$ cat src/rtl/rxb_pkg.sv
// Shared helpers for the UART receive buffer.
// Assumes frame format bits: [1:0] word length minus 5, [2] two stop bits, [3] parity.
package rxb_pkg;

    // Threshold code to byte count.
    function automatic logic [4:0] trig_level(input logic [1:0] code);
        case (code)
            2'b00:   trig_level = 5'd1;
            2'b01:   trig_level = 5'd4;
            2'b10:   trig_level = 5'd8;
            default: trig_level = 5'd14;
        endcase
    endfunction

    // Bits per character: start + data + optional parity + stop bits.
    function automatic logic [3:0] frame_bits(input logic [3:0] fmt);
        frame_bits = 4'd7 + {2'b00, fmt[1:0]} + {3'b000, fmt[3]} + {3'b000, fmt[2]};
    endfunction

endpackage

$ cat src/rtl/rxb_fifo.sv
// Circular byte queue with an occupancy count.
// Assumes DEPTH is a power of two. The caller gates push when full and pop when empty.
module rxb_fifo #(
    parameter int DEPTH = 16,
    parameter int W     = 8,
    localparam int AW   = $clog2(DEPTH),
    localparam int CW   = AW + 1
) (
    input  logic          clk,
    input  logic          rst_n,
    input  logic          flush,
    input  logic          push,
    input  logic          pop,
    input  logic [W-1:0]  wdata,
    output logic [W-1:0]  head,
    output logic [CW-1:0] count,
    output logic          empty,
    output logic          full
);
    logic [W-1:0]  mem [DEPTH];
    logic [AW-1:0] wr_ptr, rd_ptr;

    assign empty = (count == '0);
    assign full  = (count == CW'(DEPTH));
    assign head  = mem[rd_ptr];

    // Storage write port.
    always_ff @(posedge clk) begin
        if (push) mem[wr_ptr] <= wdata;
    end

    // Pointer and count bookkeeping.
    always_ff @(posedge clk) begin
        if (!rst_n || flush) begin
            wr_ptr <= '0;
            rd_ptr <= '0;
            count  <= '0;
        end else begin
            if (push) wr_ptr <= wr_ptr + 1'b1;
            if (pop)  rd_ptr <= rd_ptr + 1'b1;
            case ({push, pop})
                2'b10:   count <= count + 1'b1;
                2'b01:   count <= count - 1'b1;
                default: count <= count;
            endcase
        end
    end

    AST_NO_OVERFLOW: assert property (@(posedge clk) disable iff (!rst_n)
        count <= CW'(DEPTH));
    AST_PUSHPOP_HOLD: assert property (@(posedge clk) disable iff (!rst_n)
        (push && pop && !flush) |=> $stable(count));
endmodule

$ cat src/rtl/rxb_char_timer.sv
// Character timeout counter. It counts idle clocks while data is waiting and raises
// a flag after CHARS character times. Assumes restart is high on every push or pop.
module rxb_char_timer #(
    parameter int DIV_W = 16,
    parameter int OVS   = 16,
    parameter int CHARS = 4,
    localparam int SCALE = OVS * CHARS,
    localparam int CW    = DIV_W + 4 + $clog2(SCALE) + 1
) (
    input  logic             clk,
    input  logic             rst_n,
    input  logic             enable,
    input  logic             restart,
    input  logic             clear,
    input  logic [3:0]       fmt,
    input  logic [DIV_W-1:0] divisor,
    output logic             tmo
);
    import rxb_pkg::*;

    logic [DIV_W-1:0] div_eff;
    logic [CW-1:0]    limit;
    logic [CW-1:0]    cnt;

    // Timeout length in clocks for the current frame format.
    always_comb begin
        div_eff = (divisor == '0) ? DIV_W'(1) : divisor;
        limit   = CW'(frame_bits(fmt)) * CW'(div_eff) * CW'(SCALE);
    end

    // Idle counter and flag.
    always_ff @(posedge clk) begin
        if (!rst_n) begin
            cnt <= '0;
            tmo <= 1'b0;
        end else begin
            if (clear || !enable) tmo <= 1'b0;
            if (restart || !enable) begin
                cnt <= '0;
            end else if (!tmo) begin
                if (cnt >= limit - 1'b1) tmo <= 1'b1;
                else                     cnt <= cnt + 1'b1;
            end
        end
    end

    AST_TMO_NEEDS_IDLE: assert property (@(posedge clk) disable iff (!rst_n)
        (!tmo && restart) |=> !tmo);
endmodule

$ cat src/rtl/uart_rx_buffer.sv
// UART receive buffer: queue or holding register, status bits, threshold and timeout.
// Assumes at most one of rx_valid / rx_break matters per cycle (a break wins).
module uart_rx_buffer #(
    parameter int DEPTH = 16,
    parameter int DIV_W = 16,
    parameter int OVS   = 16,
    parameter int CHARS = 4,
    localparam int CW   = $clog2(DEPTH) + 1
) (
    input  logic             clk,
    input  logic             rst_n,
    input  logic             rx_valid,
    input  logic [7:0]       rx_data,
    input  logic             rx_break,
    input  logic             host_rd,
    input  logic             stat_rd,
    input  logic             ctl_wr,
    input  logic [7:0]       ctl_data,
    input  logic [3:0]       frame_fmt,
    input  logic [DIV_W-1:0] baud_div,
    output logic [7:0]       rd_data,
    output logic [4:0]       fill,
    output logic             trig_hit,
    output logic             tmo_flag,
    output logic             st_ready,
    output logic             st_overrun,
    output logic             st_break
);
    import rxb_pkg::*;

    logic          fifo_en;
    logic [1:0]    trig_sel;
    logic [7:0]    hold_q;
    logic [7:0]    head;
    logic [CW-1:0] count;
    logic          empty, full;
    logic          flush, rx_evt, push_ok, pop_ok, ovr_q, ovr_h, last_pop;
    logic [7:0]    rx_byte;

    // Event decode for this cycle.
    always_comb begin
        flush    = ctl_wr && (ctl_data[1] || (ctl_data[0] != fifo_en));
        rx_evt   = rx_valid || rx_break;
        rx_byte  = rx_break ? 8'h00 : rx_data;
        push_ok  = rx_evt && fifo_en && !full && !flush;
        pop_ok   = host_rd && fifo_en && !empty && !flush;
        ovr_q    = rx_evt && fifo_en && full && !flush;
        ovr_h    = rx_evt && !fifo_en && st_ready && !host_rd && !flush;
        last_pop = pop_ok && (count == CW'(1)) && !push_ok;
    end

    rxb_fifo #(.DEPTH(DEPTH), .W(8)) u_fifo (
        .clk(clk), .rst_n(rst_n), .flush(flush), .push(push_ok), .pop(pop_ok),
        .wdata(rx_byte), .head(head), .count(count), .empty(empty), .full(full)
    );

    rxb_char_timer #(.DIV_W(DIV_W), .OVS(OVS), .CHARS(CHARS)) u_timer (
        .clk(clk), .rst_n(rst_n), .enable(fifo_en && !empty),
        .restart(push_ok || pop_ok || flush), .clear(pop_ok || flush),
        .fmt(frame_fmt), .divisor(baud_div), .tmo(tmo_flag)
    );

    // Control byte: mode and threshold selection.
    always_ff @(posedge clk) begin
        if (!rst_n) begin
            fifo_en  <= 1'b0;
            trig_sel <= 2'b00;
        end else if (ctl_wr) begin
            fifo_en  <= ctl_data[0];
            trig_sel <= ctl_data[7:6];
        end
    end

    // Unbuffered holding register.
    always_ff @(posedge clk) begin
        if (!rst_n)                        hold_q <= 8'h00;
        else if (rx_evt && !fifo_en && !flush) hold_q <= rx_byte;
    end

    // Data-ready status.
    always_ff @(posedge clk) begin
        if (!rst_n || flush)                  st_ready <= 1'b0;
        else if (fifo_en && push_ok)          st_ready <= 1'b1;
        else if (fifo_en && last_pop)         st_ready <= 1'b0;
        else if (!fifo_en && rx_evt)          st_ready <= 1'b1;
        else if (!fifo_en && host_rd)         st_ready <= 1'b0;
    end

    // Break status.
    always_ff @(posedge clk) begin
        if (!rst_n || flush)                  st_break <= 1'b0;
        else if (rx_break)                    st_break <= 1'b1;
        else if (last_pop || stat_rd)         st_break <= 1'b0;
        else if (!fifo_en && host_rd)         st_break <= 1'b0;
    end

    // Overrun status.
    always_ff @(posedge clk) begin
        if (!rst_n)                           st_overrun <= 1'b0;
        else if (ovr_q || ovr_h)              st_overrun <= 1'b1;
        else if (stat_rd)                     st_overrun <= 1'b0;
    end

    assign rd_data  = fifo_en ? (empty ? 8'h00 : head) : hold_q;
    assign fill     = 5'(count);
    assign trig_hit = fifo_en ? (5'(count) >= trig_level(trig_sel)) : st_ready;

    AST_FULL_KEEPS: assert property (@(posedge clk) disable iff (!rst_n)
        (ovr_q && !pop_ok) |=> (st_overrun && $stable(count)));
    AST_FLUSH_CLEARS: assert property (@(posedge clk) disable iff (!rst_n)
        flush |=> (fill == 5'd0 && !st_ready && !st_break && !tmo_flag));
    AST_STAT_CLEAR: assert property (@(posedge clk) disable iff (!rst_n)
        (stat_rd && !rx_evt) |=> (!st_overrun && !st_break));
    AST_BREAK_SETS: assert property (@(posedge clk) disable iff (!rst_n)
        (rx_break && !flush) |=> (st_break && st_ready));
    AST_TMO_DATA: assert property (@(posedge clk) disable iff (!rst_n)
        tmo_flag |-> (fifo_en && fill != 5'd0));
    AST_READ_CLEARS_TMO: assert property (@(posedge clk) disable iff (!rst_n)
        pop_ok |=> !tmo_flag);
endmodule

$ cat config.mk
export PLATFORM = sky130hd
export DESIGN_NAME = uart_rx_buffer
export DESIGN_NICKNAME = d
export VERILOG_FILES = /design/src/rtl/rxb_pkg.sv /design/src/rtl/rxb_fifo.sv /design/src/rtl/rxb_char_timer.sv /design/src/rtl/uart_rx_buffer.sv
export SDC_FILE = /design/constraint.sdc
export NUM_CORES = 1
export LEC_CHECK = 0
export ABC_AREA = 0
export BUFFER_PORTS_ARGS = -buffer_cell sky130_fd_sc_hd__clkbuf_2
export CAP_MARGIN = 10
export CORE_MARGIN = 2
export CORE_UTILIZATION = 64
export CTS_BUF_LIST = sky130_fd_sc_hd__clkbuf_8
export CTS_CLUSTER_SIZE = 10
export DETAILED_ROUTE_END_ITERATION = 6
export GPL_TIMING_DRIVEN = 0
export PLACE_DENSITY = 0.83
export SLEW_MARGIN = 10
export SYNTH_ARGS = -nofsm -noshare
export SYNTH_HDL_FRONTEND = slang
export SYNTH_SLANG_ARGS = --single-unit
$ cat constraint.sdc
create_clock -name clk -period 10.7 [get_ports clk]
set_clock_uncertainty 0.1 [all_clocks]
set_input_delay 1.07 -clock clk [delete_from_list [all_inputs] [get_ports clk]]
set_output_delay 1.07 -clock clk [all_outputs]
set_load 0.05 [all_outputs]
==> flow_metrics.py <==
metrics = {
    "power_and_ir_drop": {
        "ir_drop_v": 0.000129,
        "p_leak_nw": 4.42,
        "power_mw": 2.05,
        "power_density_nw_per_um2": 172,
    },
    "die": {
        "core_area_um2": 16700,
        "die_w_um": 135,
        "fp-row-count": 47,
        "start_util_pct": 65.8,
        "die_y_um": 135,
        "io_pins": 61,
        "die-area_um2": 18200,
    },
    "clock_network": {
        "root_buffer": "clkbuf_8",
        "cts.htree.levels": 4,
        "clock_latency_ns": 0.48,
        "numCtsBuffers": 17,
        "post-cts-setup-buffer-count": 0,
        "holdBufCountCts": 0,
        "clkSlewWorstSetupHoldPaths_ns": 0.10,
        "clk_path_buf_depth": 2,
        "cts_resized": 0,
        "cts_sinks": 187,
        "cts_tree": "done",
    },
    "finish": {
        "drive_above_1_share_pct": 14.1,
        "final_util_pct": 71.6,
        "fillerInstances": 1151,
        "seqCellArea_um2": 5020,
        "syn2layout_area_growth_pct": 8.78,
        "multi_input_area_um2": 5610,
        "stdcell_count": 1256,
        "final_nets": 1160,
        "diodes": 0,
    },
    "placement": {
        "dp_cells": 1225,
        "dp_hpwl_um": 17400,
        "portBuffers": 55,
        "gp_congestion": 0.817,
    },
    "detailed_routing": {
        "drt_iter0_drc": 645,
        "drc_errors": 0,
        "wl_per_cell_um": 18.9,
        "drt_wl_total_um": 23700,
        "first_pass_iters": 5,
        "vias": 7685,
        "via_per_inst": 6.12,
        "ant_nets": 0,
    },
    "sta": {
        "max_freq_ghz": 0.111,
        "slew_violations": 0,
        "final-setup-viol-count": 0,
        "post-route-period-util_pct": 84.0,
        "max-slew-margin-rel_pct": 23.5,
        "hold_viol": 0,
        "timing.setup.tns_ns": 0,
        "rsz0062_at_grt": "false",
        "tightest_slew_ns": 1.15,
        "min_period_ns": 8.99,
    },
    "setup_path": {
        "max_stage_delay_ns": 0.55,
        "critPathRequiredTime_ns": 11.00,
        "worstPathArrival_ns": 9.29,
        "startpoint_type": "input pin",
        "cp_slowest_cell": "fa_1",
        "path_class": "input pin to flop",
        "crit_fanout": 10,
        "cp-end-kind": "flop",
    },
    "global_routing": {
        "grt-ovfl-total": 0,
        "track_usage_pct": 27.1,
        "grt_first_pass_wirelength_um": 37800,
        "grt_pass1_vias": 7644,
        "grt_max_degree": 18,
        "grt_antenna_before_repair": 0,
    },
    "status": {
        "status": "finished, final reports clean",
    },
    "synth": {
        "yosys_warnings": 0,
        "syn_avg_cell_area_um2": 11.6,
        "synthesis.area_um2": 11000,
        "synth_cell_types": 70,
        "synthFlopType": "edfxtp_1",
        "ys_seq_area_share_pct": 45.7,
        "synthArstFlopShare_pct": 0,
        "syn-instance-count": 948,
        "ys_ff_latch": 187,
        "syn-num-nets": 1084,
        "synth_edf_count": 128,
    },
    "run": {
        "maxCapViolations": 0,
    },
    "hold_path": {
        "holdCritPathClass": "flop to flop",
    },
}
stage by stage:
stage	area (um2)	hold slack [ns]	worst slack (ns)
after detailed placement	11600	0.401	1.38
final	12000	0.415	1.71
after global routing	12000	0.428	1.22
after floorplan	11000	0.356	2.72
after CTS	12000	0.415	1.84
after global placement	11500	0.378	1.54
flip-flops by register name (all words and copies together) (netlist names), named ones only:
signal	cells
st_break	1
u_timer.tmo	1
u_fifo.mem	128
st_overrun	1
u_fifo.rd_ptr	4
trig_sel	2
hold_q	8
fifo_en	1
u_timer.cnt	27
u_fifo.wr_ptr	4
u_fifo.count	5
st_ready	1
cell usage after synthesis, types with 4 or more instances:
cell type / number / area, um2
edfxtp_1: 128 / 3840
nor2_1: 75 / 282
ha_1: 64 / 801
dfxtp_1: 59 / 1180
nand2_1: 59 / 221
inv_1: 53 / 199
mux4_2: 40 / 901
xnor2_1: 40 / 350
nor2b_1: 39 / 244
and2_1: 37 / 231
clkbuf_1: 32 / 120
a21oi_1: 30 / 150
fa_1: 29 / 581
nor3_1: 25 / 125
o21ai_0: 20 / 100
nand4_1: 19 / 119
nor4_1: 18 / 113
xor2_1: 17 / 149
nand3_1: 16 / 80.1
mux2i_1: 15 / 150
a21o_1: 12 / 90.1
nand2b_1: 9 / 56.3
a22o_1: 8 / 70.1
or3_1: 8 / 50.1
a211oi_1: 7 / 52.6
and3_1: 7 / 43.8
buf_1: 6 / 22.5
nand3b_1: 6 / 45.0
a31oi_1: 5 / 31.3
and4_1: 4 / 35.0
o21a_1: 4 / 30.0
or2_2: 4 / 25.0
layout by cell type, fill, tap and decap left out, types with 18 or more instances in the layout:
| cell type | synthesis | routed |
|---|---|---|
| ha_1 | 64 | 64 |
| clkbuf_2 | 0 | 55 |
| nand4_1 | 19 | 19 |
| nor2_1 | 75 | 75 |
| inv_1 | 53 | 55 |
| nor2b_1 | 39 | 39 |
| clkbuf_1 | 32 | 32 |
| nor3_1 | 25 | 23 |
| dfxtp_1 | 59 | 59 |
| a21oi_1 | 30 | 30 |
| o21ai_0 | 20 | 20 |
| mux4_2 | 40 | 40 |
| and2_1 | 37 | 37 |
| xnor2_1 | 40 | 40 |
| fa_1 | 29 | 29 |
| nand2_1 | 59 | 59 |
| nor4_1 | 18 | 18 |
| edfxtp_1 | 128 | 128 |
worst paths after layout:
check                      start              end  slack, ns  depth (start not counted)
setup reg to reg         fifo_en  u_timer.cnt[10]       6.95                         12
hold / removal    u_timer.cnt[5]   u_timer.cnt[5]       0.41                          2
setup / recovery    frame_fmt[0]  u_timer.cnt[25]       1.71                         30
hold reg to reg   u_timer.cnt[5]   u_timer.cnt[5]       0.41                          2
worst max-delay path, delay by kind of cell:
kind / cells / cell delay [ns]
AO/OA/AOI/OAI: 7 / 2.09
AND/OR/NAND/NOR: 8 / 2.06
buffers and inverters: 7 / 1.12
XOR/XNOR: 1 / 0.45
adder cells (fa/ha/maj): 7 / 2.49
cell families after synthesis:
family,after synthesis,share of synthesized area [%]
XOR/XNOR,57,4.54
AO/OA/AOI/OAI,120,7.89
AND/OR/NAND/NOR,339,16.2
flip-flops,187,45.7
buffers and inverters,95,3.38
multiplexers,57,9.76
adder cells (fa/ha/maj),93,12.6
where the power goes:
| part | internal, mW | leakage [nW] | total (mW) | switching [mW] |
|---|---|---|---|---|
| logic | 0.321 | 2.60 | 0.795 | 0.474 |
| clock network | 0.212 | 0.204 | 0.480 | 0.268 |
| registers | 0.774 | 1.61 | 0.777 | 0.00289 |
| total | 1.31 | 4.42 | 2.05 | 0.745 |
layer usage:
layer  track usage (%)  wire length (um)
met3              5.03              1110
met1              32.4              9490
met2              48.1             12400
met4              11.5               749
met5                 0                 0
final cells by class:
| class | instances | area share, % |
|---|---|---|
| multi-input combinational | 666 | 46.9 |
| sequential | 187 | 42.0 |
| timing repair buffer | 57 | 2.38 |
| clock buffer | 17 | 1.96 |
| buffer | 41 | 1.41 |
| tap | 220 | 2.30 |
| inverter | 54 | 1.69 |
| clock inverter | 14 | 1.35 |
(Power assumes the default switching activity.)
